File: config.mk
export PLATFORM = sky130hd
export DESIGN_NAME = conflict_icache
export DESIGN_NICKNAME = d
export VERILOG_FILES = /design/src/rtl/cicache_pkg.sv /design/src/rtl/cicache_tag_array.sv /design/src/rtl/cicache_data_array.sv /design/src/rtl/cicache_lru.sv /design/src/rtl/conflict_icache.sv
export SDC_FILE = /design/constraint.sdc
export NUM_CORES = 2
export LEC_CHECK = 0
export BUFFER_PORTS_ARGS = -buffer_cell sky130_fd_sc_hd__clkbuf_2
export CORE_UTILIZATION = 50
export CTS_CLUSTER_DIAMETER = 50
export DETAILED_ROUTE_END_ITERATION = 10
export PLACE_DENSITY_LB_ADDON = 0.1
export SYNTH_ARGS = -nofsm -noshare
export SYNTH_HDL_FRONTEND = slang
export SYNTH_SLANG_ARGS = --single-unit
export TNS_END_PERCENT = 5
File: constraint.sdc
create_clock -name clk -period 7.05 [get_ports clk]
set_clock_uncertainty 0.1 [all_clocks]
set_input_delay 0 -clock clk [delete_from_list [all_inputs] [get_ports clk]]
set_output_delay 0 -clock clk [all_outputs]
set_load 0.05 [all_outputs]
File: src/rtl/cicache_pkg.sv
package cicache_pkg;

  localparam int unsigned NUM_WAYS = 2;

  // Per-cycle ownership decision for the program bus slot.
  typedef struct packed {
    logic stall;       // conflicting miss, request repeats next cycle
    logic bus_fetch;   // program bus carries the instruction
    logic data_grant;  // program bus carries the data operand
    logic deliver;     // an instruction word is handed to the core
  } pm_slot_t;

  // Replacement choice: first empty way, else the least recently used one.
  function automatic logic pick_victim(input logic [NUM_WAYS-1:0] way_valid,
                                       input logic                lru_way);
    if (!way_valid[0]) return 1'b0;
    if (!way_valid[1]) return 1'b1;
    return lru_way;
  endfunction

endpackage

File: src/rtl/cicache_tag_array.sv
module cicache_tag_array
  import cicache_pkg::*;
#(
  parameter int unsigned SETS  = 16,
  parameter int unsigned IDX_W = 4,
  parameter int unsigned TAG_W = 12
) (
  input  logic                clk,
  input  logic                rst_n,
  input  logic                inval_i,
  input  logic [IDX_W-1:0]    idx_i,
  input  logic [TAG_W-1:0]    tag_i,
  input  logic                wr_en_i,
  input  logic                wr_way_i,
  output logic [NUM_WAYS-1:0] hit_vec_o,
  output logic [NUM_WAYS-1:0] set_valid_o
);

  logic [NUM_WAYS-1:0][SETS-1:0] valid_q;
  logic [NUM_WAYS-1:0][SETS-1:0] valid_d;
  logic [TAG_W-1:0]              tag_q [NUM_WAYS][SETS];

  // Valid bits: invalidate wins over a same-cycle allocation.
  always_comb begin
    valid_d = valid_q;
    if (inval_i) begin
      valid_d = '0;
    end else if (wr_en_i) begin
      valid_d[wr_way_i][idx_i] = 1'b1;
    end
  end

  always_ff @(posedge clk or negedge rst_n) begin
    if (!rst_n) begin
      valid_q <= '0;
    end else begin
      valid_q <= valid_d;
    end
  end

  for (genvar w = 0; w < NUM_WAYS; w++) begin : g_way
    logic tag_we;
    assign tag_we = wr_en_i && !inval_i && (wr_way_i == w[0]);

    always_ff @(posedge clk) begin
      if (tag_we) begin
        tag_q[w][idx_i] <= tag_i;
      end
    end

    assign set_valid_o[w] = valid_q[w][idx_i];
    assign hit_vec_o[w]   = valid_q[w][idx_i] && (tag_q[w][idx_i] == tag_i);
  end


  one_way_match_chk: assert property (@(posedge clk) disable iff (!rst_n)
    $onehot0(hit_vec_o));


  inval_clears_chk: assert property (@(posedge clk) disable iff (!rst_n)
    $past(inval_i) |-> (hit_vec_o == '0));


  single_alloc_chk: assert property (@(posedge clk) disable iff (!rst_n)
    $countones(valid_q) <= $countones($past(valid_q)) + 1);

endmodule

File: src/rtl/cicache_data_array.sv
module cicache_data_array
  import cicache_pkg::*;
#(
  parameter int unsigned SETS   = 16,
  parameter int unsigned IDX_W  = 4,
  parameter int unsigned DATA_W = 48
) (
  input  logic                              clk,
  input  logic [IDX_W-1:0]                  idx_i,
  input  logic                              wr_en_i,
  input  logic                              wr_way_i,
  input  logic [DATA_W-1:0]                 wdata_i,
  output logic [NUM_WAYS-1:0][DATA_W-1:0]   rdata_o
);

  for (genvar w = 0; w < NUM_WAYS; w++) begin : g_way
    logic [DATA_W-1:0] store_q [SETS];
    logic              way_we;

    assign way_we = wr_en_i && (wr_way_i == w[0]);

    always_ff @(posedge clk) begin
      if (way_we) begin
        store_q[idx_i] <= wdata_i;
      end
    end

    assign rdata_o[w] = store_q[idx_i];
  end

endmodule

File: src/rtl/cicache_lru.sv
module cicache_lru #(
  parameter int unsigned SETS  = 16,
  parameter int unsigned IDX_W = 4
) (
  input  logic             clk,
  input  logic             rst_n,
  input  logic [IDX_W-1:0] idx_i,
  input  logic             touch_en_i,
  input  logic             touch_way_i,
  output logic             lru_way_o
);

  // Each bit names the way to replace next in its set.
  logic [SETS-1:0] lru_q;
  logic [SETS-1:0] lru_d;

  always_comb begin
    lru_d = lru_q;
    if (touch_en_i) begin
      lru_d[idx_i] = ~touch_way_i;
    end
  end

  always_ff @(posedge clk or negedge rst_n) begin
    if (!rst_n) begin
      lru_q <= '0;
    end else begin
      lru_q <= lru_d;
    end
  end

  assign lru_way_o = lru_q[idx_i];


  lru_follows_touch_chk: assert property (@(posedge clk) disable iff (!rst_n)
    $past(touch_en_i) |-> (lru_q[$past(idx_i)] != $past(touch_way_i)));

endmodule

File: src/rtl/conflict_icache.sv
module conflict_icache
  import cicache_pkg::*;
#(
  parameter int unsigned ADDR_W  = 16,
  parameter int unsigned INSTR_W = 48,
  parameter int unsigned ENTRIES = 32
) (
  input  logic               clk,
  input  logic               rst_n,
  input  logic               fetch_valid_i,
  input  logic [ADDR_W-1:0]  fetch_addr_i,
  input  logic               pm_data_req_i,
  input  logic               inval_i,
  input  logic [INSTR_W-1:0] mem_instr_i,
  output logic [INSTR_W-1:0] instr_o,
  output logic               instr_valid_o,
  output logic               hit_o,
  output logic               stall_o,
  output logic               pm_fetch_o,
  output logic               pm_data_grant_o
);

  localparam int unsigned SETS  = ENTRIES / NUM_WAYS;
  localparam int unsigned IDX_W = $clog2(SETS);
  localparam int unsigned TAG_W = ADDR_W - IDX_W;

  logic [IDX_W-1:0]                  set_idx;
  logic [TAG_W-1:0]                  addr_tag;
  logic [NUM_WAYS-1:0]               hit_vec;
  logic [NUM_WAYS-1:0]               set_valid;
  logic [NUM_WAYS-1:0][INSTR_W-1:0]  way_words;
  logic                              lookup_hit;
  logic                              hit_way;
  logic                              lru_way;
  logic                              victim_way;
  logic                              alloc_en;
  logic                              touch_en;
  logic                              touch_way;
  pm_slot_t                          slot;

  assign set_idx  = fetch_addr_i[IDX_W-1:0];
  assign addr_tag = fetch_addr_i[ADDR_W-1:IDX_W];

  cicache_tag_array #(
    .SETS (SETS),
    .IDX_W(IDX_W),
    .TAG_W(TAG_W)
  ) tags_i (
    .clk        (clk),
    .rst_n      (rst_n),
    .inval_i    (inval_i),
    .idx_i      (set_idx),
    .tag_i      (addr_tag),
    .wr_en_i    (alloc_en),
    .wr_way_i   (victim_way),
    .hit_vec_o  (hit_vec),
    .set_valid_o(set_valid)
  );

  cicache_data_array #(
    .SETS  (SETS),
    .IDX_W (IDX_W),
    .DATA_W(INSTR_W)
  ) words_i (
    .clk     (clk),
    .idx_i   (set_idx),
    .wr_en_i (alloc_en),
    .wr_way_i(victim_way),
    .wdata_i (mem_instr_i),
    .rdata_o (way_words)
  );

  cicache_lru #(
    .SETS (SETS),
    .IDX_W(IDX_W)
  ) lru_i (
    .clk        (clk),
    .rst_n      (rst_n),
    .idx_i      (set_idx),
    .touch_en_i (touch_en),
    .touch_way_i(touch_way),
    .lru_way_o  (lru_way)
  );

  assign lookup_hit = |hit_vec;
  assign hit_way    = hit_vec[1];
  assign victim_way = pick_victim(set_valid, lru_way);

  // Program-bus slot arbitration for this cycle.
  always_comb begin
    slot = '0;
    if (fetch_valid_i) begin
      if (lookup_hit) begin
        slot.deliver    = 1'b1;
        slot.data_grant = pm_data_req_i;
      end else if (pm_data_req_i) begin
        slot.stall      = 1'b1;
        slot.bus_fetch  = 1'b1;
      end else begin
        slot.bus_fetch  = 1'b1;
        slot.deliver    = 1'b1;
      end
    end else begin
      slot.data_grant = pm_data_req_i;
    end
  end

  assign alloc_en  = slot.stall && !inval_i;
  assign touch_en  = (fetch_valid_i && lookup_hit) || alloc_en;
  assign touch_way = lookup_hit ? hit_way : victim_way;

  always_comb begin
    instr_o = '0;
    if (slot.deliver) begin
      instr_o = lookup_hit ? way_words[hit_way] : mem_instr_i;
    end
  end

  assign instr_valid_o   = slot.deliver;
  assign hit_o           = fetch_valid_i && lookup_hit;
  assign stall_o         = slot.stall;
  assign pm_fetch_o      = slot.bus_fetch;
  assign pm_data_grant_o = slot.data_grant;


  stall_owns_bus_chk: assert property (@(posedge clk) disable iff (!rst_n)
    stall_o |-> (pm_fetch_o && !pm_data_grant_o && !instr_valid_o));


  retry_hits_chk: assert property (@(posedge clk) disable iff (!rst_n)
    ($past(rst_n) && $past(stall_o) && !$past(inval_i) && fetch_valid_i &&
     (fetch_addr_i == $past(fetch_addr_i))) |-> (hit_o && !stall_o));


  hit_frees_bus_chk: assert property (@(posedge clk) disable iff (!rst_n)
    hit_o |-> !pm_fetch_o);


  idle_grants_data_chk: assert property (@(posedge clk) disable iff (!rst_n)
    (!fetch_valid_i && pm_data_req_i) |-> (pm_data_grant_o && !stall_o));

endmodule

== After elaboration in Yosys (flattened, before gate mapping) ==
Memory sizes are Yosys's and may differ from the RTL's.
Index checks and enable logic that the tools add are counted.

* $lt $le $gt $ge: 7
* Equal/unequal tests: 2
* Multiplexer cells: 51
* Bitwise operators: 4
* Reduce and logical (&&, ||, !) cells: 17

{| class="wikitable"
|+ Operators with widths
! kind !! number
|-
| $mux W192 || 4
|-
| $mux W48 || 4
|-
| $reduce_or A192 Y1 || 1
|-
| $bmux W12 S4 || 2
|-
| $mux W32 || 2
|-
| $mux W12 || 5
|-
| $demux W12 S4 || 1
|-
| $or A32 B32 Y32 || 1
|-
| $eq A12 B12 Y1 || 2
|-
| $mux W1 || 24
|-
| $bwmux W16 || 1
|-
| $demux W16 S1 || 1
|-
| $mux W16 || 1
|-
| $bmux W1 S4 || 3
|-
| $logic_and A1 B1 Y1 || 12
|-
| $ge A5 B5 Y1 const B || 1
|-
| $lt A4 B5 Y1 const B || 1
|-
| $lt A5 B1 Y1 const B || 1
|-
| $not A4 Y5 || 1
|-
| $demux W1 S4 || 1
|-
| $ge A4 B1 Y1 const B || 1
|-
| $lt A1 B2 Y1 const B || 2
|-
| $mux W2 || 2
|-
| $not A1 Y1 || 2
|-
| other kinds (5) || 5
|}

* Bits in registers: 48
* Memory bits (writable): 1920
* Input port bits: 69
* Output and inout bits: 53
* Word-level logic and storage cells: 87
* Memories kept: 3

{| class="wikitable"
|+ Memories
! name !! words !! width !! read ports !! clocked after Yosys merged registers in !! write ports !! line !! source
|-
| words_i.g_way[0].store_q || 16 || 48 || 1 || 0 || 1 || cicache_data_array.sv:17 || <nowiki>logic [DATA_W-1:0] store_q [SETS];</nowiki>
|-
| words_i.g_way[1].store_q || 16 || 48 || 1 || 0 || 1 || cicache_data_array.sv:17 ||
|-
| tags_i.tag_q || 2 || 192 || 2 || 0 || 1 || cicache_tag_array.sv:21 || <nowiki>logic [TAG_W-1:0] tag_q [NUM_WAYS][SETS];</nowiki>
|}

== Longest topological paths before layout ==
* Word-level depth: 16
* Mapped depth: 15
* Gate-level depth less buffers: 9

== Cells and area by module ==
A second synthesis with hierarchy kept.

* Cell total of the unflattened synthesis: 3458
* Area total of the unflattened synthesis: 76367.0 um2

{| class="wikitable"
|+ Modules (own cells, without submodules)
! module !! times used !! cells each !! area an instance (um2) !! seq. area each (um2)
|-
| cicache_data_array || 1 || 2392 || 57515.2 || 46124.2
|-
| cicache_tag_array || 1 || 816 || 16575.9 || 12331.8
|-
| conflict_icache || 1 || 176 || 1442.6 || 0.0
|-
| cicache_lru || 1 || 74 || 833.3 || 400.4
|}

== Worst setup path before layout ==
No wires, ideal clock.

* Path type: input to register
* Start: input port fetch_addr_i[1]
* End: memory words_i.g_way[1].store_q[12][0], enable pin
* Arrival: 6791 ps
* Required time: 6377 ps
* Setup slack: -414 ps
* Stages on the path: 13
* Cells stage by stage: buf_6 buf_2 buf_6 buf_6 mux4_2 a22o_1 a221oi_1 xnor2_1 nor3_1 nand4_1 buf_2 nand2_1 nor4_1

* Cells in the longest elaborated chain, start to end: 13
* Elaborated cells between the ends (all ways): 29
* Classes of those cells: eq/ne: 2; mux: 21; bitwise: 1; reduce/logical: 5

{| class="wikitable"
|+ Ends and longest elaborated chain
! element !! line !! source
|-
| from (decl) || conflict_icache.sv:11 || <nowiki>input logic [ADDR_W-1:0] fetch_addr_i,</nowiki>
|-
| $not A4 Y5 (not written as such) || cicache_tag_array.sv:52 || <nowiki>assign hit_vec_o[w] = valid_q[w][idx_i] && (tag_q[w][idx_i] == tag_i);</nowiki>
|-
| $bmux W12 S4 || cicache_tag_array.sv:52 ||
|-
| $mux W12 (not written as such) (2 in a row) || cicache_tag_array.sv:52 ||
|-
| $eq A12 B12 Y1 || cicache_tag_array.sv:52 ||
|-
| $logic_and A1 B1 Y1 || cicache_tag_array.sv:52 ||
|-
| $reduce_or A2 Y1 || conflict_icache.sv:85 || <nowiki>assign lookup_hit = |hit_vec;</nowiki>
|-
| $mux W2 || conflict_icache.sv:93 || <nowiki>if (lookup_hit) begin</nowiki>
|-
| $mux W2 || conflict_icache.sv:92 || <nowiki>if (fetch_valid_i) begin</nowiki>
|-
| $logic_and A1 B1 Y1 || conflict_icache.sv:108 || <nowiki>assign alloc_en = slot.stall && !inval_i;</nowiki>
|-
| $logic_and A1 B1 Y1 || cicache_data_array.sv:20 || <nowiki>assign way_we = wr_en_i && (wr_way_i == w[0]);</nowiki>
|-
| $mux W1 || cicache_data_array.sv:23 || <nowiki>if (way_we) begin</nowiki>
|-
| $mux W1 (not written as such) || cicache_data_array.sv:24 || <nowiki>store_q[idx_i] <= wdata_i;</nowiki>
|-
| to (decl) || cicache_data_array.sv:17 ||
|}

Parallel ways exist; a longest one is shown, timed or not. The select of a mux whose other input is x is not followed.

== Worst setup path after layout ==
* Start: input port fetch_addr_i[3]
* End: output port instr_o[3]

* Cells in the longest elaborated chain, start to end: 10
* Elaborated cells between the ends (all ways): 24
* Classes of those cells: eq/ne: 2; mux: 16; bitwise: 1; reduce/logical: 3; memory: 2

{| class="wikitable"
|+ Ends and longest elaborated chain
! element !! line !! source
|-
| $not A4 Y5 (not written as such) || cicache_tag_array.sv:52 ||
|-
| $bmux W12 S4 || cicache_tag_array.sv:52 ||
|-
| $mux W12 (not written as such) (2 in a row) || cicache_tag_array.sv:52 ||
|-
| $eq A12 B12 Y1 || cicache_tag_array.sv:52 ||
|-
| $logic_and A1 B1 Y1 || cicache_tag_array.sv:52 ||
|-
| $mux W48 (not written as such) or $reduce_or A2 Y1 (tied branches) || conflict_icache.sv:115, conflict_icache.sv:85 ||
|-
| $mux W48 (not written as such) or $mux W1 (tied branches) || conflict_icache.sv:115, conflict_icache.sv:93 ||
|-
| $mux W48 or $mux W1 (tied branches) || conflict_icache.sv:115, conflict_icache.sv:92 ||
|-
| $mux W48 (*) || conflict_icache.sv:114 || <nowiki>if (slot.deliver) begin</nowiki>
|-
| to (decl) || conflict_icache.sv:15 || <nowiki>output logic [INSTR_W-1:0] instr_o,</nowiki>
|}

Mark *: on every way between the ends. The rest lies on a longest branch, timed or not. The select of a mux whose other input is x is not followed.

==> metrics.md <==
| Metric | Value |
|---|---|
| DR iter-0 viols | 3545 |
| Mean area per synthesized cell | 22.5 um^2 |
| Dpl ws | 1.21 ns |
| Synth cell types | 62 |
| Synth Warn # | 0 |
| #FFs+latches synth | 1968 |
| Hold Fails Final Rpt | 0 |
| CP Capture Type | output port |
| Cell family contributing the most delay on the critical path | buffers and inverters |
| Routed wire length | 186 mm |
| Post-synthesis cell area | 77100 um^2 |
| Post-CTS Setup Repair Bufs | 0 |
| Number of inserted diodes | 0 |
| Status | completed |
| Synth Flop Type | edfxtp_1 |
| Starting Density | 50.6% |
| Die height | 395 um |
| Met2 WL | 93.9 mm |
| Pwr dens | 280 nW/um^2 |
| CTS max path bufs | 3 |
| Vias in the first global route | 38500 |
| Final slew viol count | 0 |
| Internal power | 19.4 mW |
| Most used cell, CP | buf_4 |
| Resized Gates After CTS | 0 |
| Die Wd | 395 um |
| Highest-delay cell along the critical path | buf_4 |
| GRT Util Overall | 24.2% |
| Final #Nets | 3793 |
| Met1 wire length | 76.4 mm |
| Max rail drop VDD | 0.220 mV |
| Initial antenna violation count | 3 |
| Most common cell in the synthesized netlist | edfxtp_1 |
| CP required | 6.95 ns |
| IO Port Bufs | 121 |
| Post-DRT Antenna Nets | 0 |
| CP startpoint kind | input port |
| Placed Instances | 5479 |
| Core area | 152000 um^2 |
| Seq/Total Area, Yosys | 76.4% |
| Combinational cell fraction of total power | 4.7% |
| Setup WS post-layout | 1.18 ns |
| Vias per inst | 6.23 |
| Gpl congestion | 0.863 |
| Worst-Skew Late Latency | 0.81 ns |
| Area after DPL | 80400 um^2 |
| Hold Slack | 0.0420 ns |
| Clk root buf | clkbuf_16 |
| GR Overflow Total | 0 |
| Fin util | 57.5% |
| Peak fanout along the critical path | 67 |
| Clk network pwr share | 42.8% |
| Setup tns final | 0 ns |
| RSZ-0062 raised after global routing | no |
| Final period utilization | 83.3% |
| Pwr Total | 24.6 mW |
| DR WL/cell | 31.4 um |
| Post-CTS Hold Fix Bufs | 69 |
| Final Cell Area | 87700 um^2 |
| Synth area leaders | edfxtp_1 75%, mux4_2 17%, dfrtp_1 1.6% |
| Post-synth EDFFs | 1920 |
| Mapped Nets | 3495 |
| CTS tree | yes |
| Non-filler cells, final | 5934 |
| Delay of the slowest critical-path stage | 0.72 ns |
| Psw | 5.22 mW |
| Fmax | 170 MHz |
| Crit path cell chain | dlygate4sd3_1 -> buf_4 -> buf_4 -> mux4_2 -> mux2i_1 -> nor2_1 -> a2111o_1 -> a2111oi_4 -> nand3_4 -> buf_4 -> nor2b_1 -> a211oi_1 -> nor3_1 -> clkbuf_2 |
| Final HPWL DP | 100 mm |
| Drt pass-1 iters | 6 |
| P_leak | 27.5 nW |
| Global-route wire length before repair | 272 mm |
| Relative slew slack | 11.8% |
| Total vias in the final route | 37000 |
| Min cycle time layout | 5.87 ns |
| Highest Signal Layer | met5 |
| Clock Sinks | 1968 |
| Hold Crit Class | input port to flop |
| Largest net degree at the start of global routing | 148 |
| Total die area | 156000 um^2 |
| CTS Buf Count | 204 |
| WL met3 | 11.4 mm |
| Synthesis-to-finish area growth | 13.7% |
| Num ports | 122 |
| Drt drc | 0 |
| Sequential Power Share | 52.5% |
| Synth area leader | edfxtp_1 |
| H-tree depth | 4 |
| Post-synth top cells | 1920 x edfxtp_1, 582 x mux4_2, 87 x clkbuf_1 |
| Cells after Synth | 3426 |
| Layout cells sized above 1 | 29.9% |
| Share of the synthesized area in the top cell type | 74.8% |
| Switching share of power | 21.2% |
| Fill cells | 11100 |
| Setup violators final | 0 |
| Max cap viols | 0 |
| Worst-Margin Slew | 1.32 ns |
| Asr flop ratio synth | 2.44% |
| Kind of critical path | input port to output port |
| Clk pin slew, worst setup/hold paths | 0.06 ns |
| Worst path bufs/invs | 5 |
| Core Rows | 143 |
| Arrival @ worst endpoint | 5.77 ns |
## placed cells by master (no fill, tap or decap), types with 29 or more instances in the layout
cell	netlist	layout
edfxtp_1	1920	1920
dfrtp_1	48	48
o21ai_0	56	56
buf_4	11	100
inv_1	61	61
clkbuf_16	0	208
a31oi_1	41	41
clkbuf_2	1	116
mux4_2	582	582
o22ai_1	40	40
nand3_1	49	49
clkinv_1	1	56
mux2i_1	47	47
nor2_1	75	50
clkbuf_1	87	29
clkinv_2	0	42
nand2b_1	47	47
nand2_1	45	45
dlygate4sd3_1	0	69
## worst reg2reg max path, stage by stage, from the launching register on
cell and delay (ns):
edfxtp_1 0.42, mux4_2 0.48, a22o_1 0.25, a221oi_1 0.25, xnor2_1 0.19, nor3_1 0.09, nand4_1 0.61, nand4b_1 0.17
buf_4 0.32, nor2_4 0.98, buf_4 0.72
## routing by layer
| layer | global-route usage (%) | vias up |
|---|---|---|
| met5 | 0 | - |
| met4 | 6.56 | 6 |
| met3 | 4.06 | 299 |
| met2 | 40.1 | 1348 |
| met1 | 33.6 | 20100 |
| li1 | - | 15200 |
## kinds of logic after synthesis
logic type,count (synthesis),share of synthesized area (%)
simple gates,307,2.03
buf+inv,263,1.60
xor+xnor,16,0.182
mux,640,17.8
compound gates,232,2.06
flops,1968,76.4
## layout make-up
class	count	area, um^2	share of cell area [%]
tap	2030	2540	2.90
multi-input combinational	1195	17300	19.7
clock buffer	237	5310	6.06
inverter	62	240	0.274
timing repair buffer	293	2150	2.45
sequential	1968	58900	67.1
clock inverter	149	1280	1.46
## path summary, 6_finish.rpt
path,from,endpoint,slack [ns],cells after the start
setup reg to reg,tags_i.tag_q[0][26],words_i.g_way[1].store_q[3][8],2.07,10
hold reg to reg,lru_i.lru_q[10],lru_i.lru_q[10],0.42,2
max in group asynchronous,rst_n,tags_i.valid_q[0],6.05,4
hold / removal,fetch_addr_i[1],lru_i.lru_q[3],0.04,4
min in group asynchronous,rst_n,lru_i.lru_q[8],0.33,4
setup / recovery,fetch_addr_i[3],instr_o[3],1.18,14
## power by group through the flow
stage	Clock, mW	Combinational (mW)	Sequential (mW)
after floorplan	0	0.709	13.1
after global placement	0	1.13	13.1
after detailed placement	0	1.15	13.1
after CTS	10.7	1.19	12.9
after global routing	11.1	1.25	12.9
final	10.5	1.17	12.9
## flip-flops by register name (all words and copies together) (netlist names)
name                   cells
tags_i.valid_q            32
tags_i.tag_q             384
words_i.g_way.store_q   1536
lru_i.lru_q               16
Note: power is estimated with default switching activity, not from simulation.
